$ cat src/rtl/refill_pkg.sv
package refill_pkg;

  typedef enum logic [1:0] {
    ST_IDLE  = 2'd0,
    ST_REQ   = 2'd1,
    ST_BURST = 2'd2,
    ST_DONE  = 2'd3
  } refillState_t;

  // Strobes from control to datapath
  typedef struct packed {
    logic captureMiss;  // load miss fields, clear beat count
    logic takeBeat;     // advance beat count
  } refillStrobe_t;

endpackage

$ cat src/rtl/refill_datapath.sv
module refill_datapath
  import refill_pkg::*;
#(
  parameter int WORD_W     = 32,
  parameter int WORDS      = 16,
  parameter int BLK_ADDR_W = 26,
  localparam int IDX_W     = $clog2(WORDS)
) (
  input  logic                  clk,
  input  logic                  rstN,
  input  refillStrobe_t         strobe,
  input  logic [BLK_ADDR_W-1:0] missBlkAddr,
  input  logic [IDX_W-1:0]      missWordIdx,
  input  logic                  critFirstMode,
  input  logic [WORD_W-1:0]     memRspData,
  output logic [BLK_ADDR_W-1:0] blkAddrQ,
  output logic [IDX_W-1:0]      startIdxQ,
  output logic [IDX_W-1:0]      wrIdx,
  output logic [WORD_W-1:0]     wrData,
  output logic                  hitMissed,
  output logic                  lastBeat
);

  localparam bit IS_POW2 = (WORDS == (1 << IDX_W));
  localparam logic [IDX_W-1:0] LAST_BEAT = IDX_W'(WORDS - 1);

  logic [IDX_W-1:0] missIdxQ;
  logic [IDX_W-1:0] beatQ;

  always_ff @(posedge clk or negedge rstN) begin
    if (!rstN) begin
      blkAddrQ  <= '0;
      missIdxQ  <= '0;
      startIdxQ <= '0;
      beatQ     <= '0;
    end else if (strobe.captureMiss) begin
      blkAddrQ  <= missBlkAddr;
      missIdxQ  <= missWordIdx;
      startIdxQ <= critFirstMode ? missWordIdx : '0;
      beatQ     <= '0;
    end else if (strobe.takeBeat) begin
      beatQ     <= beatQ + 1'b1;
    end
  end

  // Wrapped write position: start + beat, modulo WORDS
  generate
    if (IS_POW2) begin : g_wrapPow2
      assign wrIdx = startIdxQ + beatQ;
    end else begin : g_wrapGeneric
      logic [IDX_W:0] rawSum;
      assign rawSum = {1'b0, startIdxQ} + {1'b0, beatQ};
      assign wrIdx  = (rawSum >= (IDX_W+1)'(WORDS))
                      ? IDX_W'(rawSum - (IDX_W+1)'(WORDS))
                      : rawSum[IDX_W-1:0];
    end
  endgenerate

  assign wrData    = memRspData;
  assign hitMissed = (wrIdx == missIdxQ);
  assign lastBeat  = (beatQ == LAST_BEAT);

endmodule

$ cat src/rtl/refill_ctrl.sv
module refill_ctrl
  import refill_pkg::*;
(
  input  logic          clk,
  input  logic          rstN,
  input  logic          missValid,
  input  logic          memReqReady,
  input  logic          memRspValid,
  input  logic          hitMissed,
  input  logic          lastBeat,
  output refillStrobe_t strobe,
  output logic          missReady,
  output logic          memReqValid,
  output logic          fillWrEn,
  output logic          cpuRetValid,
  output logic          lineDone
);

  refillState_t stateQ, stateD;

  always_ff @(posedge clk or negedge rstN) begin
    if (!rstN) stateQ <= ST_IDLE;
    else       stateQ <= stateD;
  end

  always_comb begin
    stateD = stateQ;
    unique case (stateQ)
      ST_IDLE:  if (missValid)   stateD = ST_REQ;
      ST_REQ:   if (memReqReady) stateD = ST_BURST;
      ST_BURST: if (memRspValid && lastBeat) stateD = ST_DONE;
      ST_DONE:  stateD = ST_IDLE;
      default:  stateD = ST_IDLE;
    endcase
  end

  assign missReady          = (stateQ == ST_IDLE);
  assign memReqValid        = (stateQ == ST_REQ);
  assign lineDone           = (stateQ == ST_DONE);
  assign strobe.captureMiss = missReady && missValid;
  assign strobe.takeBeat    = (stateQ == ST_BURST) && memRspValid;
  assign fillWrEn           = strobe.takeBeat;
  assign cpuRetValid        = strobe.takeBeat && hitMissed;

endmodule

$ cat src/rtl/cwf_refill_ctrl.sv
module cwf_refill_ctrl
  import refill_pkg::*;
#(
  parameter int WORD_W     = 32,
  parameter int WORDS      = 16,
  parameter int BLK_ADDR_W = 26,
  localparam int IDX_W     = $clog2(WORDS)
) (
  input  logic                  clk,
  input  logic                  rstN,
  input  logic                  missValid,
  output logic                  missReady,
  input  logic [BLK_ADDR_W-1:0] missBlkAddr,
  input  logic [IDX_W-1:0]      missWordIdx,
  input  logic                  critFirstMode,
  output logic                  memReqValid,
  input  logic                  memReqReady,
  output logic [BLK_ADDR_W-1:0] memReqBlkAddr,
  output logic [IDX_W-1:0]      memReqStartIdx,
  input  logic                  memRspValid,
  input  logic [WORD_W-1:0]     memRspData,
  output logic                  cpuRetValid,
  output logic [WORD_W-1:0]     cpuRetData,
  output logic                  fillWrEn,
  output logic [IDX_W-1:0]      fillWrIdx,
  output logic [WORD_W-1:0]     fillWrData,
  output logic                  lineDone
);

  refillStrobe_t strobe;
  logic          hitMissed;
  logic          lastBeat;
  logic [WORD_W-1:0] beatData;

  refill_ctrl u_ctrl (
    .clk         (clk),
    .rstN        (rstN),
    .missValid   (missValid),
    .memReqReady (memReqReady),
    .memRspValid (memRspValid),
    .hitMissed   (hitMissed),
    .lastBeat    (lastBeat),
    .strobe      (strobe),
    .missReady   (missReady),
    .memReqValid (memReqValid),
    .fillWrEn    (fillWrEn),
    .cpuRetValid (cpuRetValid),
    .lineDone    (lineDone)
  );

  refill_datapath #(
    .WORD_W     (WORD_W),
    .WORDS      (WORDS),
    .BLK_ADDR_W (BLK_ADDR_W)
  ) u_dp (
    .clk           (clk),
    .rstN          (rstN),
    .strobe        (strobe),
    .missBlkAddr   (missBlkAddr),
    .missWordIdx   (missWordIdx),
    .critFirstMode (critFirstMode),
    .memRspData    (memRspData),
    .blkAddrQ      (memReqBlkAddr),
    .startIdxQ     (memReqStartIdx),
    .wrIdx         (fillWrIdx),
    .wrData        (beatData),
    .hitMissed     (hitMissed),
    .lastBeat      (lastBeat)
  );

  assign fillWrData = beatData;
  assign cpuRetData = beatData;

endmodule

$ cat config.mk
export PLATFORM = sky130hd
export DESIGN_NAME = cwf_refill_ctrl
export DESIGN_NICKNAME = d
export VERILOG_FILES = /design/src/rtl/refill_pkg.sv /design/src/rtl/refill_datapath.sv /design/src/rtl/refill_ctrl.sv /design/src/rtl/cwf_refill_ctrl.sv
export SDC_FILE = /design/constraint.sdc
export NUM_CORES = 1
export LEC_CHECK = 0
export BUFFER_PORTS_ARGS = -buffer_cell sky130_fd_sc_hd__buf_4
export CAP_MARGIN = 0
export CORE_ASPECT_RATIO = 1.5
export CORE_MARGIN = 2
export CORE_UTILIZATION = 44
export CTS_CLUSTER_DIAMETER = 30
export DETAILED_ROUTE_END_ITERATION = 7
export PLACE_DENSITY = 0.85
export SLEW_MARGIN = 10
export SYNTH_ARGS = -nofsm -noshare
export SYNTH_HDL_FRONTEND = slang
export SYNTH_SLANG_ARGS = --single-unit
$ cat constraint.sdc
create_clock -name clk -period 4.2 [get_ports clk]
set_input_delay 0.63 -clock clk [delete_from_list [all_inputs] [get_ports clk]]
set_output_delay 0.63 -clock clk [all_outputs]
set_load 0.01 [all_outputs]
==> results.toml <==
[logic_synthesis]
synth_ff_type = "dfrtp_1"
synth-edff-count = 0
synth_cells = 198
ys_warn_count = 0
yosysMostFrequentCell = "buf_4"
yosysSeqAreaShare_pct = 43.41
async_reset_ff_share_pct = 100.0
synth_common_cells = "64 x buf_4, 40 x dfrtp_1, 28 x mux2_2"
syn-cell-area_um2 = 2306
synthDistinctLibCells = 25
ys_ff_latch = 40
syn_area_per_cell_um2 = 11.65
yosys-top-cells-area = "dfrtp_1 43%, buf_4 21%, mux2_2 14%"
synth_top_area_share_pct = 43.41
netlist.top_cell.by_area = "dfrtp_1"
syn_nets = 275

[die]
fp.dieW_um = 63.11
coreArea_um2 = 5085
die_area_um2 = 5848
ioPinCount = 171
die_height_um = 92.67
row_count = 32
initial_utilization_pct = 45.35

[cts]
cts-root-buf = "clkbuf_8"
cts_sinks = 40
clk_pin_slew_ns = 0.07
cts_tree = "yes"
numCtsBuffers = 5
hold_buffers = 0
cts.htree.levels = 2
cts_max_path_buffers = 2
cts_setup_buffers = 0
post_cts_resized = 0
worst_skew_pair.late_latency_ns = 0.28

[power_and_ir_drop]
irDropWorstVdd_uv = 359.8
p_comb_share_pct = 49.2
pwr-share-seq_pct = 36.7
swShare_pct = 33.70
p_int_uw = 1260
p_per_area_nw_per_um2 = 752.0
p_sw_uw = 640.3
p_leak_uw = 0.001229
pwr-share-clk_pct = 14.2

[status]
outcome = "finished, final reports clean"

[setup_path]
cp_slowest_cell = "dfrtp_1"
r2r_end = "u_dp.blkAddrQ[9]$_DFFE_PN0P_"
cp.arrival_ns = 1.99
crit_required_ns = 3.57
reg2reg_slack_ns = 2.40
critical_path_class = "reg -> out"
cp.buffers_inverters = 1
crit_path_start = "u_dp.beatQ[0]$_DFFE_PN0P_"
path_cells = "ha_1 -> fa_1 -> xnor3_1 -> nand4_1 -> a21oi_2 -> buf_4"
endpoint_kind = "output port"
path_max_fanout = 4
cp-start-kind = "flip-flop"
rr_worst_depth = 5
max_stage_delay_ns = 0.43
cpLargestDelayFamily = "adder cells"
r2r-start = "u_ctrl.stateQ[0]$_DFFE_PN0P_"

[final_layout]
fill_cells = 484
area_growth_pct = 9.550
n_antenna_cell = 0
drive_gt1_share_pct = 53.55
layout.nets = 288
seqCellArea_um2 = 1001
multi_input_area_um2 = 765.7

[timing]
finalMaxSlewViolations = 0
finalSetupTns_ns = 0
finalWorstSetupSlack_ns = 1.583
finalClockSkew_ns = 0.001067
tightest_slew_ns = 0.5137
hold_viol_final = 0
rsz0062_at_grt = "no"
finalCriticalPeriod_ns = 2.617
slew_headroom_pct = 65.75
period_share_pct = 62.30
setup_viol = 0
timing.fmax_mhz = 382.1

[route]
avgViaCountPerCell = 4.871
wl_per_cell_um = 15.32
drtIter0Drc = 39
antenna_left = 0
route.detailed.drc = 0
vias = 1359
wirelength_um = 4273
drt_pre_antenna_iters = 4

[grt]
first_global_vias = 1485
grt_overflow = 0
grt_max_degree = 41
grt_pass1_wl_um = 6817
antenna_found_initial = 0
grtUsageTotal_pct = 15.17

[placed_design]
pre_cts_slack_ns = 1.873
port_buffers = 74
dp_hpwl_um = 3272
place.gp.congestion = 0.7775

[job]
drv_cap = 0

[min_path]
holdCritPathClass = "in -> async"
[power groups by stage]
stage	sequential [uW]	combinational, uW	clock [uW]
6_report	696	934	269
5_1_grt	721	1010	301
4_1_cts	698	953	282
3_5_place_dp	706	951	0
3_3_place_gp	690	928	0
2_1_floorplan	754	541	0
[layer usage]
metal / track usage [%] / vias up / wire [um]
li1: - / 615 / -
met1: 13.32 / 661 / 1374
met2: 28.37 / 40 / 2395
met3: 3.038 / 43 / 241
met4: 13.33 / 0 / 262
met5: 0 / - / 0
[worst register-to-register path, stage by stage, from the launching register on]
cell     delay [ns]
dfrtp_1        0.42
inv_1          0.09
ha_1           0.25
and2_1         0.16
buf_4          0.37
mux2_2         0.40
[per-stage QoR]
stage / total power, uW / util (%) / cells / hold WS [ns] / instance area [um2]
global placement: 1618 / 47.79 / 272 / 0.4711 / 2430
global route: 2033 / 49.68 / 279 / 0.3495 / 2526
floorplan: 1295 / - / 198 / 0.3344 / 2306
finish: 1900 / 49.68 / 279 / 0.3210 / 2526
detailed placement: 1657 / 47.79 / 272 / 0.4847 / 2430
CTS: 1933 / 49.68 / 279 / 0.3298 / 2526
[flip-flops by register name (all words and copies together) (netlist names)]
register and count:
u_dp.missIdxQ 4, u_dp.blkAddrQ 26, u_ctrl.stateQ 2, u_dp.beatQ 4, u_dp.startIdxQ 4
[how the worst max path moves through the flow]
stage | endpoint | slack (ns) | depth (start not counted)
6_report | cpuRetValid | 1.58 | 6
5_1_grt | cpuRetValid | 1.47 | 6
4_1_cts | cpuRetValid | 1.57 | 6
3_5_place_dp | cpuRetValid | 1.87 | 6
3_3_place_gp | cpuRetValid | 1.90 | 6
2_1_floorplan | cpuRetValid | 1.97 | 5
[kinds of logic after synthesis]
| family | share of synthesized area (%) |
|---|---|
| buf+inv | 23.39 |
| flops | 43.41 |
| mux | 15.14 |
| simple gates | 4.721 |
| compound gates | 3.527 |
| xor+xnor | 4.612 |
| fa+ha+maj | 5.209 |
[final cells by class]
class                      instances  area share (%)
tap                               68           3.368
multi-input combinational         85           30.31
sequential                        40           39.62
timing repair buffer              75           22.29
inverter                           4          0.5944
clock buffer                       7           3.814
[layout by cell type (no fill, tap or decap), types with 2 or more instances in the layout]
cell type | netlist | routed
a21oi_1 | 3 | 3
xnor3_1 | 2 | 2
ha_1 | 8 | 8
mux2_2 | 28 | 28
xnor2_1 | 5 | 5
dfrtp_1 | 40 | 40
xor2_1 | 2 | 2
nand2_1 | 13 | 13
nand4_1 | 2 | 2
buf_4 | 64 | 75
o21ai_0 | 5 | 5
nand3_1 | 4 | 4
clkbuf_8 | 0 | 7
nor2_1 | 2 | 2
mux2_1 | 3 | 3
inv_1 | 4 | 4
Note: power is estimated with default switching activity, not from simulation.
